$ cat src/rtl/shf_pkg.sv
`timescale 1ns/1ps
package shf_pkg;

    localparam int unsigned WORD_W = 32;
    localparam int unsigned AMT_W  = $clog2(WORD_W);
    localparam int unsigned WIN_W  = 2 * WORD_W - 1;

    typedef enum logic [1:0] {
        SH_LSR = 2'b00,
        SH_ASR = 2'b01,
        SH_ROR = 2'b10,
        SH_LSL = 2'b11
    } shift_op_e;

    typedef struct packed {
        logic [WIN_W-1:0] window;
        logic [AMT_W-1:0] offset;
    } funnel_sel_t;

endpackage

$ cat src/rtl/shf_word_sel.sv
`timescale 1ns/1ps
module shf_word_sel
    import shf_pkg::*;
(
    input  logic [WORD_W-1:0] src,
    input  logic [AMT_W-1:0]  amt,
    input  shift_op_e         op,
    output funnel_sel_t       sel
);

    funnel_sel_t sel_d;

    always_comb begin
        sel_d.offset = amt;
        unique case (op)
            SH_LSR: sel_d.window = {{(WORD_W-1){1'b0}}, src};
            SH_ASR: sel_d.window = {{(WORD_W-1){src[WORD_W-1]}}, src};
            SH_ROR: sel_d.window = {src[WORD_W-2:0], src};
            SH_LSL: begin
                if (amt == '0) begin
                    // offset of WORD_W is out of range: select operand directly
                    sel_d.window = {{(WORD_W-1){1'b0}}, src};
                end else begin
                    sel_d.window = {src[WORD_W-2:0], {WORD_W{1'b0}}};
                    // two's complement of amt equals WORD_W - amt in AMT_W bits
                    sel_d.offset = AMT_W'(~amt + 1'b1);
                end
            end
            default: sel_d.window = {{(WORD_W-1){1'b0}}, src};
        endcase
    end

    assign sel = sel_d;

endmodule

$ cat src/rtl/shf_mux_level.sv
`timescale 1ns/1ps
module shf_mux_level #(
    parameter int unsigned IN_W  = 63,
    parameter int unsigned SHIFT = 16,
    localparam int unsigned OUT_W = IN_W - SHIFT
) (
    input  logic [IN_W-1:0]  lvl_in,
    input  logic             take,
    output logic [OUT_W-1:0] lvl_out
);

    logic [OUT_W-1:0] lvl_d;

    always_comb begin
        if (take) lvl_d = lvl_in[IN_W-1:SHIFT];
        else      lvl_d = lvl_in[OUT_W-1:0];
    end

    assign lvl_out = lvl_d;

endmodule

$ cat src/rtl/shf_funnel.sv
`timescale 1ns/1ps
module shf_funnel #(
    parameter int unsigned WIDTH = 32,
    localparam int unsigned LVLS  = $clog2(WIDTH),
    localparam int unsigned WIN_W = 2 * WIDTH - 1
) (
    input  logic [WIN_W-1:0] window,
    input  logic [LVLS-1:0]  offset,
    output logic [WIDTH-1:0] slice
);

    for (genvar j = 0; j < LVLS; j++) begin : g_lvl
        localparam int unsigned SH   = WIDTH >> (j + 1);
        localparam int unsigned IW   = WIDTH - 1 + (WIDTH >> j);
        localparam int unsigned OW   = IW - SH;
        localparam int unsigned OBIT = LVLS - 1 - j;

        logic [IW-1:0] stage_in;
        logic [OW-1:0] stage_out;

        if (j == 0) begin : g_first
            assign stage_in = window;
        end else begin : g_next
            assign stage_in = g_lvl[j-1].stage_out;
        end

        shf_mux_level #(
            .IN_W (IW),
            .SHIFT(SH)
        ) u_level (
            .lvl_in (stage_in),
            .take   (offset[OBIT]),
            .lvl_out(stage_out)
        );
    end

    assign slice = g_lvl[LVLS-1].stage_out;

endmodule

$ cat src/rtl/funnel_shifter.sv
`timescale 1ns/1ps
module funnel_shifter
    import shf_pkg::*;
(
    input  logic [31:0] shift_src,
    input  logic [4:0]  shift_amt,
    input  logic [1:0]  shift_op,
    output logic [31:0] shift_res
);

    funnel_sel_t fsel;
    shift_op_e   op_e;

    assign op_e = shift_op_e'(shift_op);

    shf_word_sel u_sel (
        .src(shift_src),
        .amt(shift_amt),
        .op (op_e),
        .sel(fsel)
    );

    shf_funnel #(
        .WIDTH(WORD_W)
    ) u_funnel (
        .window(fsel.window),
        .offset(fsel.offset),
        .slice (shift_res)
    );

    always_comb begin

        zero_amt_chk: assert (shift_amt != '0 || shift_res == shift_src)
            else $error("zero amount changed the operand");

        lsr_fill_chk: assert (op_e != SH_LSR || shift_amt == '0 ||
                              (shift_res >> (WORD_W - 32'(shift_amt))) == '0)
            else $error("logical right shift left ones at the top");

        asr_sign_chk: assert (op_e != SH_ASR || shift_res[WORD_W-1] == shift_src[WORD_W-1])
            else $error("arithmetic right shift lost the sign");

        ror_ones_chk: assert (op_e != SH_ROR || $countones(shift_res) == $countones(shift_src))
            else $error("rotate changed the number of set bits");

        lsl_fill_chk: assert (op_e != SH_LSL || shift_amt == '0 ||
                              (shift_res << (WORD_W - 32'(shift_amt))) == '0)
            else $error("left shift left ones at the bottom");
    end

endmodule

$ cat config.mk
export PLATFORM = sky130hd
export DESIGN_NAME = funnel_shifter
export DESIGN_NICKNAME = d
export VERILOG_FILES = /design/src/rtl/shf_pkg.sv /design/src/rtl/shf_word_sel.sv /design/src/rtl/shf_mux_level.sv /design/src/rtl/shf_funnel.sv /design/src/rtl/funnel_shifter.sv
export SDC_FILE = /design/constraint.sdc
export NUM_CORES = 1
export LEC_CHECK = 0
export BUFFER_PORTS_ARGS = -buffer_cell sky130_fd_sc_hd__buf_2
export CORE_MARGIN = 1
export CORE_UTILIZATION = 55
export DETAILED_ROUTE_END_ITERATION = 16
export PLACE_DENSITY_LB_ADDON = 0.3
export SETUP_SLACK_MARGIN = 0.4
export SLEW_MARGIN = 20
export SYNTH_ARGS = -nofsm -noshare
export SYNTH_HDL_FRONTEND = slang
export SYNTH_SLANG_ARGS = --single-unit
export TNS_END_PERCENT = 5
$ cat constraint.sdc
create_clock -name vclk -period 5
set_input_delay 0.5 -clock vclk [all_inputs]
set_output_delay 0.5 -clock vclk [all_outputs]
set_load 0.03 [all_outputs]
* Yosys cells after proc, flatten, opt, wreduce, memory -nomap -nowiden
Index checks and enable logic that the tools add are counted.
Widths: inputs -> output; s select.
** Cells by class
- Bitwise logic cells :: 1
- $add $sub $neg :: 1
- Reduce and logical (&&, ||, !) cells :: 2
- Equal/unequal tests :: 3
- Multiplexer cells :: 9
** Operator list (count)
- $pmux 63 s4 :: 1
- $mux 63 :: 1
- $mux 47 :: 1
- $mux 39 :: 1
- $mux 35 :: 1
- $mux 33 :: 1
- $mux 32 :: 1
- $mux 5 :: 2
- $add 5x1->5 const B :: 1
- $logic_not 5->1 :: 1
- $not 5->5 :: 1
- $eq 2x2->1 const B :: 2
- $eq 2x1->1 const B :: 1
- $logic_not 2->1 :: 1
** Word-level totals
- Flip-flop bits (word level) :: 0
- Output and inout port bits :: 32

* Longest topological paths before layout
Gate-level depths: netlist of the first run.
- Depth after elaboration :: 9
- Mapped depth :: 16

* Modules after synthesis
From an unflattened synthesis of the first run, not the netlist that was laid out.
** Second synthesis, totals
- Cells, all modules :: 329
- Area total of the unflattened synthesis :: 3530.9 um2
** Modules (own cells, without submodules)
- shf_mux_level (u_funnel.g_lvl[0].u_level) :: seq. area each 0.0 um2, times used 1, area each 691.9 um2, cells an instance 52
- shf_word_sel :: seq. area each 0.0 um2, times used 1, area each 643.1 um2, cells an instance 122
- shf_mux_level (u_funnel.g_lvl[2].u_level) :: seq. area each 0.0 um2, times used 1, area each 578.1 um2, cells an instance 39
- shf_mux_level (u_funnel.g_lvl[3].u_level) :: seq. area each 0.0 um2, times used 1, area each 555.5 um2, cells an instance 37
- shf_mux_level (u_funnel.g_lvl[4].u_level) :: seq. area each 0.0 um2, times used 1, area each 544.3 um2, cells an instance 36
- shf_mux_level (u_funnel.g_lvl[1].u_level) :: seq. area each 0.0 um2, times used 1, area each 518.0 um2, cells an instance 43

* Worst setup path before layout of the first run
OpenSTA, ideal clock, no wires.
- Path kind :: input to output
- Start :: input shift_amt[0]
- End :: output shift_res[0]
- Path slack :: 0.578 ns
- Cell stages on the path :: 14
- Buffers on the path :: 4
- Arrival time :: 3.922 ns
- Data required time :: 4.500 ns
- Cell sequence :: buf_2 -> inv_2 -> clkbuf_1 -> ha_1 -> nor3b_1 -> ha_1 -> buf_2 -> nand3b_4 -> nor2_4 -> xnor2_2 -> buf_2 -> mux2_2 -> o221a_1 -> a22oi_1
** On the way
- Longest elaborated chain between the ends :: 9
- Elaborated cells on any way between the ends :: 12
- Those cells by class :: add/sub: 1; mux: 9; bitwise: 1; reduce/logical: 1
** RTL lines
- start, declared :: line funnel_shifter.sv:6 : input logic [4:0] shift_amt,
- $not 5->5 :: line shf_word_sel.sv:26 : sel_d.offset = AMT_W'(~amt + 1'b1);
- $add 5x1->5 :: line shf_word_sel.sv:26
- $mux 5 :: line shf_word_sel.sv:20 : if (amt == '0) begin
- $mux 5 :: line shf_word_sel.sv:15 : unique case (op)
- $mux 47 :: line shf_mux_level.sv:15 : if (take) lvl_d = lvl_in[IN_W-1:SHIFT];
- $mux 39 :: line shf_mux_level.sv:15
- $mux 35 :: line shf_mux_level.sv:15
- $mux 33 :: line shf_mux_level.sv:15
- $mux 32 (*) :: line shf_mux_level.sv:15
- end, declared :: line funnel_shifter.sv:8 : output logic [31:0] shift_res
Every way passes the cells marked *; elsewhere a longest branch is shown, timed or not.

* Worst setup path in the final report of the first run
- Start :: input shift_amt[0]
- End :: output shift_res[4]
Same word-level chain as after synthesis.

==> metrics.md, run 1 <==
| Metric | Value |
|---|---|
| Status | `completed` |
| Highest ir drop seen on vdd | `0.184 mV` |
| Arrival @ worst endpoint | `3.98 ns` |
| Port Buffers | `71` |
| CP cell instances | `buf_2, inv_2, ha_1, nor3b_1, ha_1, nand3b_4, o21a_2, nor2_8, mux2i_1, nor2_1, o31a_1, mux2_2, buf_2` |
| Crit-path max cell delay | `0.51 ns` |
| Fin. Hold Viols | `0` |
| I/O pins | `71` |
| Worst EP required | `4.50 ns` |
| Worst Tran Pin Value | `0.852 ns` |
| Synth Instances | `395` |
| Seq_cells | `0` |
| Die height | `75.9 um` |
| First-pass DRT Iterations | `5` |
| Synth cell count leaders | `86 x mux2i_1, 29 x a21oi_1, 26 x nand2_1, 23 x o22ai_1, 21 x mux2_2` |
| Synthesized area | `0.00300 mm^2` |
| Vias | `3659` |
| Hold endpoint | `shift_res[0]` |
| Final Max Tran Viols | `0` |
| Hpwl dp | `8030 um` |
| Relative slew margins | `43.2%` |
| Area of placed instances | `0.00333 mm^2` |
| WL per Instance | `20.3 um` |
| # diodes | `0` |
| Row Count | `26` |
| Ys Warns | `0` |
| Largest net degree at the start of global routing | `35` |
| Setup crit end kind | `output pin` |
| Syn Nets | `437` |
| Placed cell count | `511` |
| Critical hold path startpoint | `shift_amt[0]` |
| Max-cap violation count | `0` |
| Synthesized area per cell | `7.60 um^2` |
| Vias per inst | `7.16` |
| Initial cell density of the core | `58.1%` |
| Post-route antenna net violation count | `0` |
| FF/Latch Area | `0 um^2` |
| Hold slack | `1.50 ns` |
| Pwr Density | `204 mW/mm^2` |
| Synth area leaders | `mux2i_1 29%, mux2_2 7.9%, a21oi_1 4.8%` |
| Critical path class | `in2out` |
| Placer Congestion | `1.03` |
| Power, Total | `0.682 mW` |
| Share of layout cells above drive strength 1 | `28.3%` |
| Fmax | `223 MHz` |
| RSZ-0062 raised after global routing | `yes` |
| Total routed wirelength | `10400 um` |
| Tot GR Track Use | `36.4%` |
| Top-count cell post-synth | `mux2i_1` |
| Drt drc | `0` |
| CTS Hold Bufs | `0` |
| Crit path max-delay cell type | `nor2_8` |
| Initial antenna violation count | `0` |
| Core Region | `0.00517 mm^2` |
| Post-synthesis cell type count | `65` |
| Worst Path Max Fanout | `34` |
| Post-route cell area | `0.00334 mm^2` |
| Final Non-Filler Cells | `511` |
| Share of the synthesized area in the top cell type | `28.7%` |
| First-pass GRT wire length | `16000 um` |
| Area Growth Syn to Fin | `11.2%` |
| Final setup viols | `0` |
| LEAKAGE | `1.53 nW` |
| Setup TNS | `0 ns` |
| Die Area | `0.00576 mm^2` |
| Min Tclk post-route | `4.48 ns` |
| CP startpoint kind | `input pin` |
| Gr ovfl total | `0` |
| # clk buffers | `0` |
| Drt first-iter violations | `463` |
| Seq/Total Area, Yosys | `0%` |
| Worst hold path class | `in2out` |
| Largest area contributor in the netlist | `mux2i_1` |
| # nets final | `485` |
| Crit share post-route | `89.5%` |
| Die X | `75.9 um` |
| Vias in the first global route | `3167` |
| Hold path depth | `3` |
-- kinds of logic after synthesis --
logic type | Yosys count | synth area share [%]
compound gates | 139 | 32.0
simple gates | 95 | 17.6
xor+xnor | 3 | 1.13
fa+ha+maj | 3 | 1.25
mux | 113 | 40.4
buf+inv | 42 | 7.62
-- cell usage in the layout, fill, tap and decap left out, drive strengths merged, types with 2 or more instances in the layout --
cell type	synthesis	routed
o221ai	3	3
nand3b	3	3
a22oi	18	18
mux2	23	23
ha	3	3
a32oi	3	3
o22ai	23	23
a21boi	3	3
o21ai	24	24
nand2b	3	3
o22a	4	4
mux2i	86	86
nor2	20	20
mux4	4	4
a21oi	29	29
or3	3	3
o21a	3	3
and3	4	4
buf	27	83
nand2	27	27
nor3	11	11
nand4	12	12
o31a	4	4
o2bb2ai	3	3
nand3	6	6
xor2	2	2
and2	2	2
inv	5	5
a2bb2oi	2	2
a211o	2	2
a221o	7	7
-- layout make-up --
type	instances	area [um^2]
Tap cell	70	87.6
Timing Repair Buffer	83	445
Multi-Input combinational cell	353	2790
Inverter	5	18.8
Fill cell	505	1830
-- where the power goes --
part | internal, mW | leakage [nW] | switching, mW
clock network | 0 | 0 | 0
registers | 0 | 0 | 0
logic | 0.245 | 1.53 | 0.437
-- stage by stage --
stage               worst slack, ns  util (%)
floorplan                     0.578         -
global placement              0.655      64.4
detailed placement            0.598      64.4
CTS                           0.589      64.4
global route                  0.332      64.6
finish                        0.524      64.6
-- how the worst max path moves through the flow --
| stage | from | to | slack (ns) | cells past startpoint |
|---|---|---|---|---|
| 4_1_cts | shift_amt[0] | shift_res[4] | 0.59 | 13 |
| 6_report | shift_amt[0] | shift_res[4] | 0.52 | 13 |
| 3_5_place_dp | shift_amt[0] | shift_res[4] | 0.60 | 13 |
| 3_3_place_gp | shift_amt[0] | shift_res[8] | 0.66 | 14 |
| 2_1_floorplan | shift_amt[0] | shift_res[0] | 0.58 | 14 |
| 5_1_grt | shift_amt[0] | shift_res[4] | 0.33 | 13 |
-- critical path, delay by kind of cell --
| kind | cells | cell delay [ns] |
|---|---|---|
| adders and majority gates | 2 | 0.55 |
| and+or+nand+nor | 4 | 1.08 |
| muxes | 2 | 0.73 |
| AOI/OAI and AO/OA | 2 | 0.63 |
| buffers and inverters | 3 | 0.46 |
-- routing by layer --
metal	global-route usage, %	wire [um]
met5	0	0
met4	11.5	316
met3	3.70	946
met2	59.9	4810
met1	49.7	4290
-- repair_timing --
item	4_1_cts	5_1_grt
buffers inserted	0	0
gates resized for setup	0	1
setup endpoints to repair	0	12
Power figures use the tool's default switching activity.
==> inputs of run 2 (changes only) <==
--- a/config.mk
+++ b/config.mk
@@ -5,6 +5,7 @@
 export SDC_FILE = /design/constraint.sdc
 export NUM_CORES = 1
 export LEC_CHECK = 0
+export ABC_AREA = 1
 export BUFFER_PORTS_ARGS = -buffer_cell sky130_fd_sc_hd__buf_2
 export CORE_MARGIN = 1
 export CORE_UTILIZATION = 55
==> run 2 against run 1 <==
Die area grew 7.7%. Cell count grew 63%. Critical path depth grew 5. Maximum frequency grew 9.1%. Largest cell class unchanged. Largest power group unchanged.
==> metrics.md, run 2 <==
| Metric | Value |
|---|---|
| Pwr Density | `179 mW/mm^2 (-12%)` |
| Row Count | `27 (+3.8%)` |
| Max-cap violation count | `0 (unchanged)` |
| Fin. Hold Viols | `0 (unchanged)` |
| Seq/Total Area, Yosys | `0% (unchanged)` |
| Setup TNS | `0 ns (unchanged)` |
| Die Area | `0.00621 mm^2 (+7.7%)` |
| Post-synthesis cell type count | `22 (-66%)` |
| Port Buffers | `71 (unchanged)` |
| Share of layout cells above drive strength 1 | `11.8% (-17 points)` |
| Highest ir drop seen on vdd | `0.136 mV (-26%)` |
| LEAKAGE | `2.23 nW (+45%)` |
| Post-route cell area | `0.00344 mm^2 (+3.1%)` |
| Drt drc | `0 (unchanged)` |
| Top-count cell post-synth | `nand2_1` |
| # diodes | `0 (unchanged)` |
| Placer Congestion | `1.06 (+3.0%)` |
| Final setup viols | `0 (unchanged)` |
| Synth area leaders | `nand2_1 44%, nand3_1 34%, buf_2 4.9%` |
| CP cell instances | `buf_2, inv_1, ha_1, inv_1, nor3_1, ha_1, nand2_1, nand3_1, nand2_1, nand2_1, nand2_1, nand2_1, nand3_1, nand3_1, nand2_1, nand2_1, nand2_1, buf_2` |
| Initial cell density of the core | `57.8% (-0.25 points)` |
| Crit path max-delay cell type | `nand2_1` |
| Area Growth Syn to Fin | `6.25%` |
| Gr ovfl total | `0 (unchanged)` |
| Worst EP required | `4.50 ns (about the same)` |
| Syn Nets | `780 (+78%)` |
| Synthesized area per cell | `4.39 um^2 (-42%)` |
| Commonest non-fill, non-tap cell in the layout | `nand2_1` |
| Arrival @ worst endpoint | `3.60 ns (-0.38 ns)` |
| Synthesized area | `0.00324 mm^2 (+8.0%)` |
| Crit share post-route | `82.1% (-7.5 points)` |
| # clk buffers | `0 (unchanged)` |
| Synth Instances | `738 (+87%)` |
| Fillers | `645 (+28%)` |
| Area of placed instances | `0.00344 mm^2 (+3.5%)` |
| Vias | `4921 (+34%)` |
| Status | `completed` |
| First-pass GRT wire length | `19500 um (+22%)` |
| Final Max Tran Viols | `0 (unchanged)` |
| Post-CTS sizing | `0 (unchanged)` |
| Postcts setup bufs | `0 (unchanged)` |
| Initial antenna violation count | `0 (unchanged)` |
| Power, Total | `0.618 mW (-9.4%)` |
| Drt first-iter violations | `719 (+55%)` |
| First-pass DRT Iterations | `6 (+1)` |
| Worst hold path class | `in2out` |
| Share of the synthesized area in the top cell type | `43.9% (+15 points)` |
| Critical path's most frequent cell | `nand2_1` |
| Seq_cells | `0 (unchanged)` |
| Ys Warns | `0 (unchanged)` |
| Core Region | `0.00561 mm^2 (+8.4%)` |
| Vias in the first global route | `4231 (+34%)` |
| CTS Hold Bufs | `0 (unchanged)` |
| Min Tclk post-route | `4.10 ns (-0.373 ns)` |
| Largest area contributor in the netlist | `nand2_1` |
| Tot GR Track Use | `38.6% (+2.2 points)` |
| Worst Tran Pin Value | `1.03 ns (+0.174 ns)` |
| Die height | `78.8 um (+3.8%)` |
| Hpwl dp | `8650 um (+7.8%)` |
| Post-route antenna net violation count | `0 (unchanged)` |
| Crit-path max cell delay | `0.66 ns (+0.15 ns)` |
| WL per Instance | `14.2 um (-30%)` |
| Critical path class | `in2out` |
| Relative slew margins | `31.5% (-12 points)` |
| RSZ-0062 raised after global routing | `no` |
| Total routed wirelength | `11800 um (+14%)` |
| Worst Path Max Fanout | `31 (-8.8%)` |
| Vias per inst | `5.90 (-18%)` |
| Largest net degree at the start of global routing | `64 (+83%)` |
| Synth cell count leaders | `379 x nand2_1, 220 x nand3_1, 35 x nor2_1, 32 x buf_2, 26 x inv_1` |
| FF/Latch Area | `0 um^2 (unchanged)` |
| I/O pins | `71 (unchanged)` |
| Most frequent cells in the layout | `379 x nand2_1, 220 x nand3_1, 71 x buf_2` |
| # nets final | `806 (+66%)` |
| Die X | `78.8 um (+3.8%)` |
| Post-layout utilization of the core | `61.4% (-3.2 points)` |
| Setup crit end kind | `output pin` |
| CP startpoint kind | `input pin` |
| Fmax | `244 MHz (+9.1%)` |
## run 2: path summary, 6_finish.rpt
check | start | slack [ns] | cells past startpoint | endpoint
min | shift_amt[0] | 1.63 | 5 | shift_res[28]
max | shift_amt[0] | 0.90 | 18 | shift_res[29]
## run 2: power breakdown
group          switching, mW  total [mW]  internal, mW  leakage (nW)
logic                  0.441       0.618         0.177          2.23
registers                  0           0             0             0
clock network              0           0             0             0
## run 2: metrics by stage
stage               std cells  worst slack, ns  hold WS (ns)
finish                    834            0.897          1.63
global route              834            0.499          1.67
CTS                       834            0.931          1.63
detailed placement        834            0.931          1.63
global placement          834             1.03          1.63
floorplan                 738             1.59          1.39
## run 2: layout make-up
type	instances	area, um^2	share of cell area [%]
timing repair buffer	79	415	12.1
tap	72	90.1	2.62
multi-input combinational	654	2830	82.2
inverter	29	109	3.16
## run 2: metal layers
metal	vias up	GRT usage [%]	part of all wire, %	wire, um
met5	-	0	0	0
met4	0	15.0	4.5	534
met3	44	2.53	8.2	974
met1	2175	48.8	41	4800
met2	284	67.8	47	5540
li1	2418	-	-	-
## run 2: logic make-up after synthesis
logic type / share of synthesized area (%)
fa+ha+maj: 1.16
compound gates: 1.20
simple gates: 84.9
buf+inv: 12.7
## run 2: critical path: cells and delay by family
family | cells | cell delay, ns
simple gates | 12 | 2.15
buf+inv | 4 | 0.39
fa+ha+maj | 2 | 0.54
